### src/rtl/pcihb_pkg.sv
package pcihb_pkg;
  localparam int unsigned HDR_WORDS = 64;
  localparam int unsigned HDR_IDX_W = $clog2(HDR_WORDS);
  localparam logic [31:0] HDR_BYTES = 32'(HDR_WORDS * 4);
  localparam logic [31:0] WIN_BYTES = 32'h0000_0224;

  localparam logic [11:0] OFF_CADDR  = 12'h1C0;
  localparam logic [11:0] OFF_MBASE  = 12'h1C4;
  localparam logic [11:0] OFF_IOBASE = 12'h1C8;
  localparam logic [11:0] OFF_DPORT  = 12'h220;

  localparam logic [31:0] MBASE_MASK  = 32'hFF00_0001;
  localparam logic [31:0] IOBASE_MASK = 32'hFFFC_0001;
  localparam logic [31:0] IO_OFS_MASK = 32'hFFFC_0000;

  // command: wait-cycle control (bit 7); status: cap list, fast b2b, medium timing
  localparam logic [15:0] CMD_RST  = 16'h0080;
  localparam logic [15:0] STAT_RST = 16'h0290;
  localparam logic [31:0] HDR_W1_RST = {STAT_RST, CMD_RST};

  localparam logic [1:0] SZ_WORD = 2'd2;

  typedef enum logic [2:0] {
    RG_NONE, RG_HDR, RG_CADDR, RG_MBASE, RG_IOBASE, RG_DPORT
  } region_e;
endpackage

### src/rtl/pcihb_decode.sv
module pcihb_decode
  import pcihb_pkg::*;
#(
  parameter logic [31:0] BASE_A = 32'hFE20_0000,
  parameter logic [31:0] BASE_B = 32'h1E20_0000
) (
  input  logic [31:0]          addr,
  output region_e              region,
  output logic [HDR_IDX_W-1:0] hdr_idx
);
  localparam int unsigned NALIAS = 2;
  localparam logic [NALIAS-1:0][31:0] BASES = {BASE_B, BASE_A};

  logic [NALIAS-1:0][31:0] off_each;
  logic [NALIAS-1:0]       in_each;

  genvar g;
  generate
    for (g = 0; g < NALIAS; g++) begin : g_alias
      assign off_each[g] = addr - BASES[g];
      assign in_each[g]  = off_each[g] < WIN_BYTES;
    end
  endgenerate

  logic [31:0] off;
  logic [11:0] woff;

  always_comb begin
    off = in_each[0] ? off_each[0] : off_each[1];
    woff = {off[11:2], 2'b00};
    hdr_idx = off[HDR_IDX_W+1:2];
    region = RG_NONE;
    if (|in_each) begin
      if (off < HDR_BYTES) region = RG_HDR;
      else begin
        unique case (woff)
          OFF_CADDR:  region = RG_CADDR;
          OFF_MBASE:  region = RG_MBASE;
          OFF_IOBASE: region = RG_IOBASE;
          OFF_DPORT:  region = RG_DPORT;
          default:    region = RG_NONE;
        endcase
      end
    end
  end
endmodule

### src/rtl/pcihb_regfile.sv
module pcihb_regfile
  import pcihb_pkg::*;
(
  input  logic                 clk,
  input  logic                 rst_n,
  input  logic                 wr_en,
  input  region_e              region,
  input  logic [HDR_IDX_W-1:0] hdr_idx,
  input  logic [31:0]          wdata,
  output logic [31:0]          rdata,
  output logic [31:0]          caddr_q,
  output logic [31:0]          iobase_q
);
  logic [31:0] hdr_q [HDR_WORDS];
  logic [31:0] mbase_q;

  genvar g;
  generate
    for (g = 0; g < HDR_WORDS; g++) begin : g_hdr
      localparam logic [31:0] RST_VAL = (g == 1) ? HDR_W1_RST : 32'h0;
      always_ff @(posedge clk or negedge rst_n) begin
        if (!rst_n) hdr_q[g] <= RST_VAL;
        else if (wr_en && region == RG_HDR && hdr_idx == HDR_IDX_W'(g))
          hdr_q[g] <= wdata;
      end
    end
  endgenerate

  always_ff @(posedge clk or negedge rst_n) begin
    if (!rst_n) begin
      caddr_q  <= '0;
      mbase_q  <= '0;
      iobase_q <= '0;
    end else if (wr_en) begin
      case (region)
        RG_CADDR:  caddr_q  <= wdata;
        RG_MBASE:  mbase_q  <= wdata & MBASE_MASK;
        RG_IOBASE: iobase_q <= wdata & IOBASE_MASK;
        default: ;
      endcase
    end
  end

  always_comb begin
    case (region)
      RG_HDR:    rdata = hdr_q[hdr_idx];
      RG_CADDR:  rdata = caddr_q;
      RG_MBASE:  rdata = mbase_q;
      RG_IOBASE: rdata = iobase_q;
      default:   rdata = '0;
    endcase
  end
endmodule

### src/rtl/pcihb_iowin.sv
module pcihb_iowin
  import pcihb_pkg::*;
#(
  parameter logic [31:0] WIN_BASE  = 32'hFE24_0000,
  parameter int unsigned SPAN_BITS = 18
) (
  input  logic [31:0] cpu_addr,
  input  logic [31:0] iobase,
  output logic        io_hit,
  output logic [31:0] io_addr
);
  localparam logic [31:0] LOCAL_MASK = (32'h1 << SPAN_BITS) - 32'h1;

  always_comb begin
    io_hit  = (cpu_addr & ~LOCAL_MASK) == (WIN_BASE & ~LOCAL_MASK);
    io_addr = io_hit ? (iobase & IO_OFS_MASK) + (cpu_addr & LOCAL_MASK) : 32'h0;
  end
endmodule

### src/rtl/pcihb_irqroute.sv
module pcihb_irqroute #(
  parameter int unsigned NDEV   = 4,
  parameter int unsigned NLINES = 4,
  localparam int unsigned SLOT_W = $clog2(NLINES)
) (
  input  logic [NDEV-1:0]        dev_irq,
  input  logic [NDEV*SLOT_W-1:0] dev_slot,
  output logic [NLINES-1:0]      irq_out
);
  genvar s;
  generate
    for (s = 0; s < NLINES; s++) begin : g_line
      always_comb begin
        irq_out[s] = 1'b0;
        for (int d = 0; d < NDEV; d++)
          if (dev_slot[d*SLOT_W +: SLOT_W] == SLOT_W'(s))
            irq_out[s] = irq_out[s] | dev_irq[d];
      end
    end
  endgenerate
endmodule

### src/rtl/pcihb_top.sv
module pcihb_top
  import pcihb_pkg::*;
#(
  parameter logic [31:0] REG_BASE_A   = 32'hFE20_0000,
  parameter logic [31:0] REG_BASE_B   = 32'h1E20_0000,
  parameter logic [31:0] IO_WIN_BASE  = 32'hFE24_0000,
  parameter int unsigned IO_SPAN_BITS = 18,
  parameter int unsigned NDEV         = 4,
  localparam int unsigned NLINES = 4,
  localparam int unsigned SLOT_W = $clog2(NLINES)
) (
  input  logic                   clk,
  input  logic                   rst_n,
  input  logic                   req_valid,
  output logic                   req_ready,
  input  logic                   req_write,
  input  logic [1:0]             req_size,
  input  logic [31:0]            req_addr,
  input  logic [31:0]            req_wdata,
  output logic [31:0]            rsp_rdata,
  output logic                   rsp_err,
  output logic                   cfg_valid,
  input  logic                   cfg_ready,
  output logic                   cfg_write,
  output logic [31:0]            cfg_addr,
  output logic [31:0]            cfg_wdata,
  input  logic [31:0]            cfg_rdata,
  input  logic [31:0]            cpu_addr,
  output logic                   io_hit,
  output logic [31:0]            io_addr,
  input  logic [NDEV-1:0]        dev_irq,
  input  logic [NDEV*SLOT_W-1:0] dev_slot,
  output logic [NLINES-1:0]      irq_out
);
  region_e              region;
  logic [HDR_IDX_W-1:0] hdr_idx;
  logic [31:0]          reg_rdata;
  logic [31:0]          iobase_q;
  logic                 size_err;
  logic                 is_dport;
  logic                 wr_en;

  pcihb_decode #(.BASE_A(REG_BASE_A), .BASE_B(REG_BASE_B)) u_dec (
    .addr(req_addr), .region(region), .hdr_idx(hdr_idx)
  );

  always_comb begin
    size_err  = req_valid && (req_size != SZ_WORD);
    is_dport  = region == RG_DPORT;
    cfg_valid = req_valid && !size_err && is_dport;
    cfg_write = req_write;
    cfg_wdata = req_wdata;
    req_ready = req_valid && (size_err || !is_dport || cfg_ready);
    rsp_err   = size_err;
    if (size_err)      rsp_rdata = '0;
    else if (is_dport) rsp_rdata = cfg_rdata;
    else               rsp_rdata = reg_rdata;
    wr_en = req_valid && req_ready && req_write && !size_err;
  end

  pcihb_regfile u_rf (
    .clk(clk), .rst_n(rst_n), .wr_en(wr_en), .region(region),
    .hdr_idx(hdr_idx), .wdata(req_wdata), .rdata(reg_rdata),
    .caddr_q(cfg_addr), .iobase_q(iobase_q)
  );

  pcihb_iowin #(.WIN_BASE(IO_WIN_BASE), .SPAN_BITS(IO_SPAN_BITS)) u_io (
    .cpu_addr(cpu_addr), .iobase(iobase_q), .io_hit(io_hit), .io_addr(io_addr)
  );

  pcihb_irqroute #(.NDEV(NDEV), .NLINES(NLINES)) u_irq (
    .dev_irq(dev_irq), .dev_slot(dev_slot), .irq_out(irq_out)
  );
endmodule

### config.mk
export PLATFORM = sky130hd
export DESIGN_NAME = pcihb_top
export DESIGN_NICKNAME = d
export VERILOG_FILES = /design/src/rtl/pcihb_pkg.sv /design/src/rtl/pcihb_decode.sv /design/src/rtl/pcihb_regfile.sv /design/src/rtl/pcihb_iowin.sv /design/src/rtl/pcihb_irqroute.sv /design/src/rtl/pcihb_top.sv
export SDC_FILE = /design/constraint.sdc
export NUM_CORES = 2
export LEC_CHECK = 0
export ABC_AREA = 1
export BUFFER_PORTS_ARGS = -buffer_cell sky130_fd_sc_hd__buf_2
export CAP_MARGIN = 20
export CORE_UTILIZATION = 40
export CTS_CLUSTER_SIZE = 8
export DETAILED_ROUTE_END_ITERATION = 12
export PLACE_DENSITY_LB_ADDON = 0.2
export SKIP_LAST_GASP = 1
export SLEW_MARGIN = 20
export SYNTH_ARGS = -nofsm -noshare
export SYNTH_HDL_FRONTEND = slang
export SYNTH_HIERARCHICAL = 1
export SYNTH_SLANG_ARGS = --single-unit
### constraint.sdc
create_clock -name clk -period 4.1 [get_ports clk]
set_clock_uncertainty 0.15 [all_clocks]
set_input_delay 0.615 -clock clk [delete_from_list [all_inputs] [get_ports clk]]
set_output_delay 0.615 -clock clk [all_outputs]
set_load 0.02 [all_outputs]
==> summary.txt <==
Run status
  • Status: completed

Power and ir drop
  • P_leak: 60.1 nW
  • Maximum VDD drop: 356 uV
  • Power per cell area: 393 nW/um^2

Critical path
  • Worst r2r dst: u_rf/iobase_q[20]
  • Critical setup path kind: primary input to primary output
  • CP Capture Type: primary output
  • Flop-to-flop setup slack: 3040 ps
  • Cell depth of the worst flop-to-flop path: 2
  • Worst EP arrival: 3250 ps
  • Worst reg2reg startpoint: u_rf/iobase_q[20]
  • Critical-path maximum fanout: 46
  • Worst setup SP type: primary input
  • CP required: 3340 ps

Routing
  • Antenna-violating nets left: 0
  • Router iterations before antenna repair: 6
  • Via/cell ratio: 5.13
  • Post-DR wirelength/cell: 20.2 um
  • Vias: 88367
  • Drt first-iter violations: 8708
  • Residual DRC: 0
  • Routed WL: 347000 um

Timing
  • Setup-failing EPs final: 0
  • Fin. max-slew vios: 0
  • Period utilization: 97.9%
  • Crit path time final: 4010 ps
  • Setup TNS: 0 ps
  • Upper clock frequency limit: 0.249 GHz
  • Final Hold Viols: 0
  • RSZ-0062 raised after global routing: true
  • Worst slew pin tran: 1100 ps
  • Max_slew headroom: 26.4%

Worst hold path
  • Hold path startpoint: req_wdata[14]
  • Hold Crit Class: primary input to register
  • Hold-critical path depth: 3
  • Hold path endpoint: u_rf/hdr_q[1742]

Yosys
  • Area of the mapped netlist: 100000 um^2
  • Synthesis Warnings: 6
  • Syn Inst Count: 13756
  • Mapped Nets: 13904
  • Syn Area/Cell: 7.27 um^2

CTS
  • Clk Latency, worst-skew pair: 920 ps
  • CTS tree: built
  • Clock transition at the registers of the reported paths: 50 ps
  • Clk root buf: clkbuf_16
  • H-tree depth: 5
  • Max Root-Sink Buffers: 4
  • TritonCTS Sinks: 2104
  • CTS buffer count: 313

Floorplanning
  • Core ar.: 249000 um^2
  • Rows: 183
  • Die area: 252000 um^2
  • Die height: 502 um
  • I/O pin count: 284
  • Die width: 502 um
  • Starting density of the core: 40.2%

Place
  • DP Cell Count: 16853
  • GP Congestion: 0.887
  • Final HPWL DP: 220000 um
  • IO buf count: 281

GRT
  • First-pass GRT wire length: 529000 um
  • Largest net degree at the start of global routing: 123
  • Gr ovfl total: 0
  • Initial antenna violation count: 20
  • GRT Util Overall: 27.5%
  • Vias in the first global route: 83048

Cells and area
  • Area grow syn2layout: 17.0%
  • Fill cell count: 25530
  • Most common cell after layout, fill and taps aside: nand2_1
  • Layout cells sized above 1: 10.3%
  • Final Non-Filler Cells: 17220
  • Post-layout net count: 14004
  • Commonest cells after routing, fill and taps aside: 7622 x nand2_1, 2100 x dfrtp_1, 1405 x o21ai_0

Run
  • Max-Cap Viols: 0
## critical path, stage by stage
cell     delay [ps]
buf_8           140
buf_16          180
buf_12          190
buf_12          210
buf_4           190
nand2_1          50
nand2_1          50
nand2_1          50
nand2_1          60
nand2_1          70
nand2_1         130
nor2_1          160
nor2_1           50
nor2_1          340
nand2_1         200
nand2_1         100
nand2_1          50
inv_1            60
nand2_1          50
nand2_1          80
nor2_1           50
buf_4           150
## per-stage QoR
stage | power, mW | util (%) | setup WS (ps) | area (um^2) | hold WS [ps]
after floorplan | 22.0 | - | 50.4 | 100000 | 169
after global placement | 23.7 | 43.5 | -172 | 108000 | 310
after detailed placement | 23.6 | 43.5 | -198 | 108000 | 316
after CTS | 46.4 | 46.9 | 2.30 | 117000 | 10.9
after global routing | 47.3 | 47.1 | -73.2 | 117000 | 54.6
final | 46.0 | 47.1 | 85.3 | 117000 | 31.3
## flip-flops by register name (all words and copies together), names as in the netlist
register       flops
u_rf/hdr_q      2048
u_rf/iobase_q     15
u_rf/caddr_q      32
u_rf/mbase_q       9
## final cells by class
class	instances	area, um^2	share of cell area [%]
diodes	5	12.5	0.0107
clock buffers	337	8090	6.92
clock inverters	7	83.8	0.0716
inverters	171	694	0.593
multi-input cells	10395	42500	36.3
flip-flops and latches	2104	52700	45.0
well taps	3330	4170	3.56
repair buffers	871	8810	7.53
## power by group
group          leakage [nW]  switching, mW  total [mW]  internal, mW
registers              29.4  0.00000000461        20.8          20.8
logic                  26.7           1.97        2.52         0.556
clock network          4.01           8.97        22.7          13.7
total                  60.1           10.9        46.0          35.1
## metal layers
layer | vias to the layer above | share of wire (%) | global-route usage [%]
met1 | 42280 | 45 | 38.7
met4 | 0 | 3.8 | 10.2
met2 | 2661 | 45 | 43.4
li1 | 42858 | - | -
met5 | - | 0 | 0
met3 | 568 | 5.9 | 3.24
## what timing repair did
| item | in CTS | in global routing |
|---|---|---|
| pin swaps | 8 | 18 |
| setup buffers | 1 | 7 |
| cloned | 1 | 4 |
| endpoints found under the setup margin | 31 | 32 |
| resized for setup | 18 | 90 |
| hold buffers | 5 | 0 |
| hold endpoints to repair | 145 | 0 |
## worst max path at each step
stage                  from               to  slack [ps]
3_5_place_dp   req_addr[21]  u_rf/hdr_q[276]        -200
2_1_floorplan  req_addr[21]    rsp_rdata[10]          50
3_3_place_gp   req_addr[21]  u_rf/hdr_q[660]        -170
4_1_cts         req_addr[2]     rsp_rdata[9]           2
6_report        req_addr[2]     rsp_rdata[0]          90
5_1_grt        req_addr[21]    rsp_rdata[28]         -70
No activity file was read; power rests on OpenSTA's default activity.
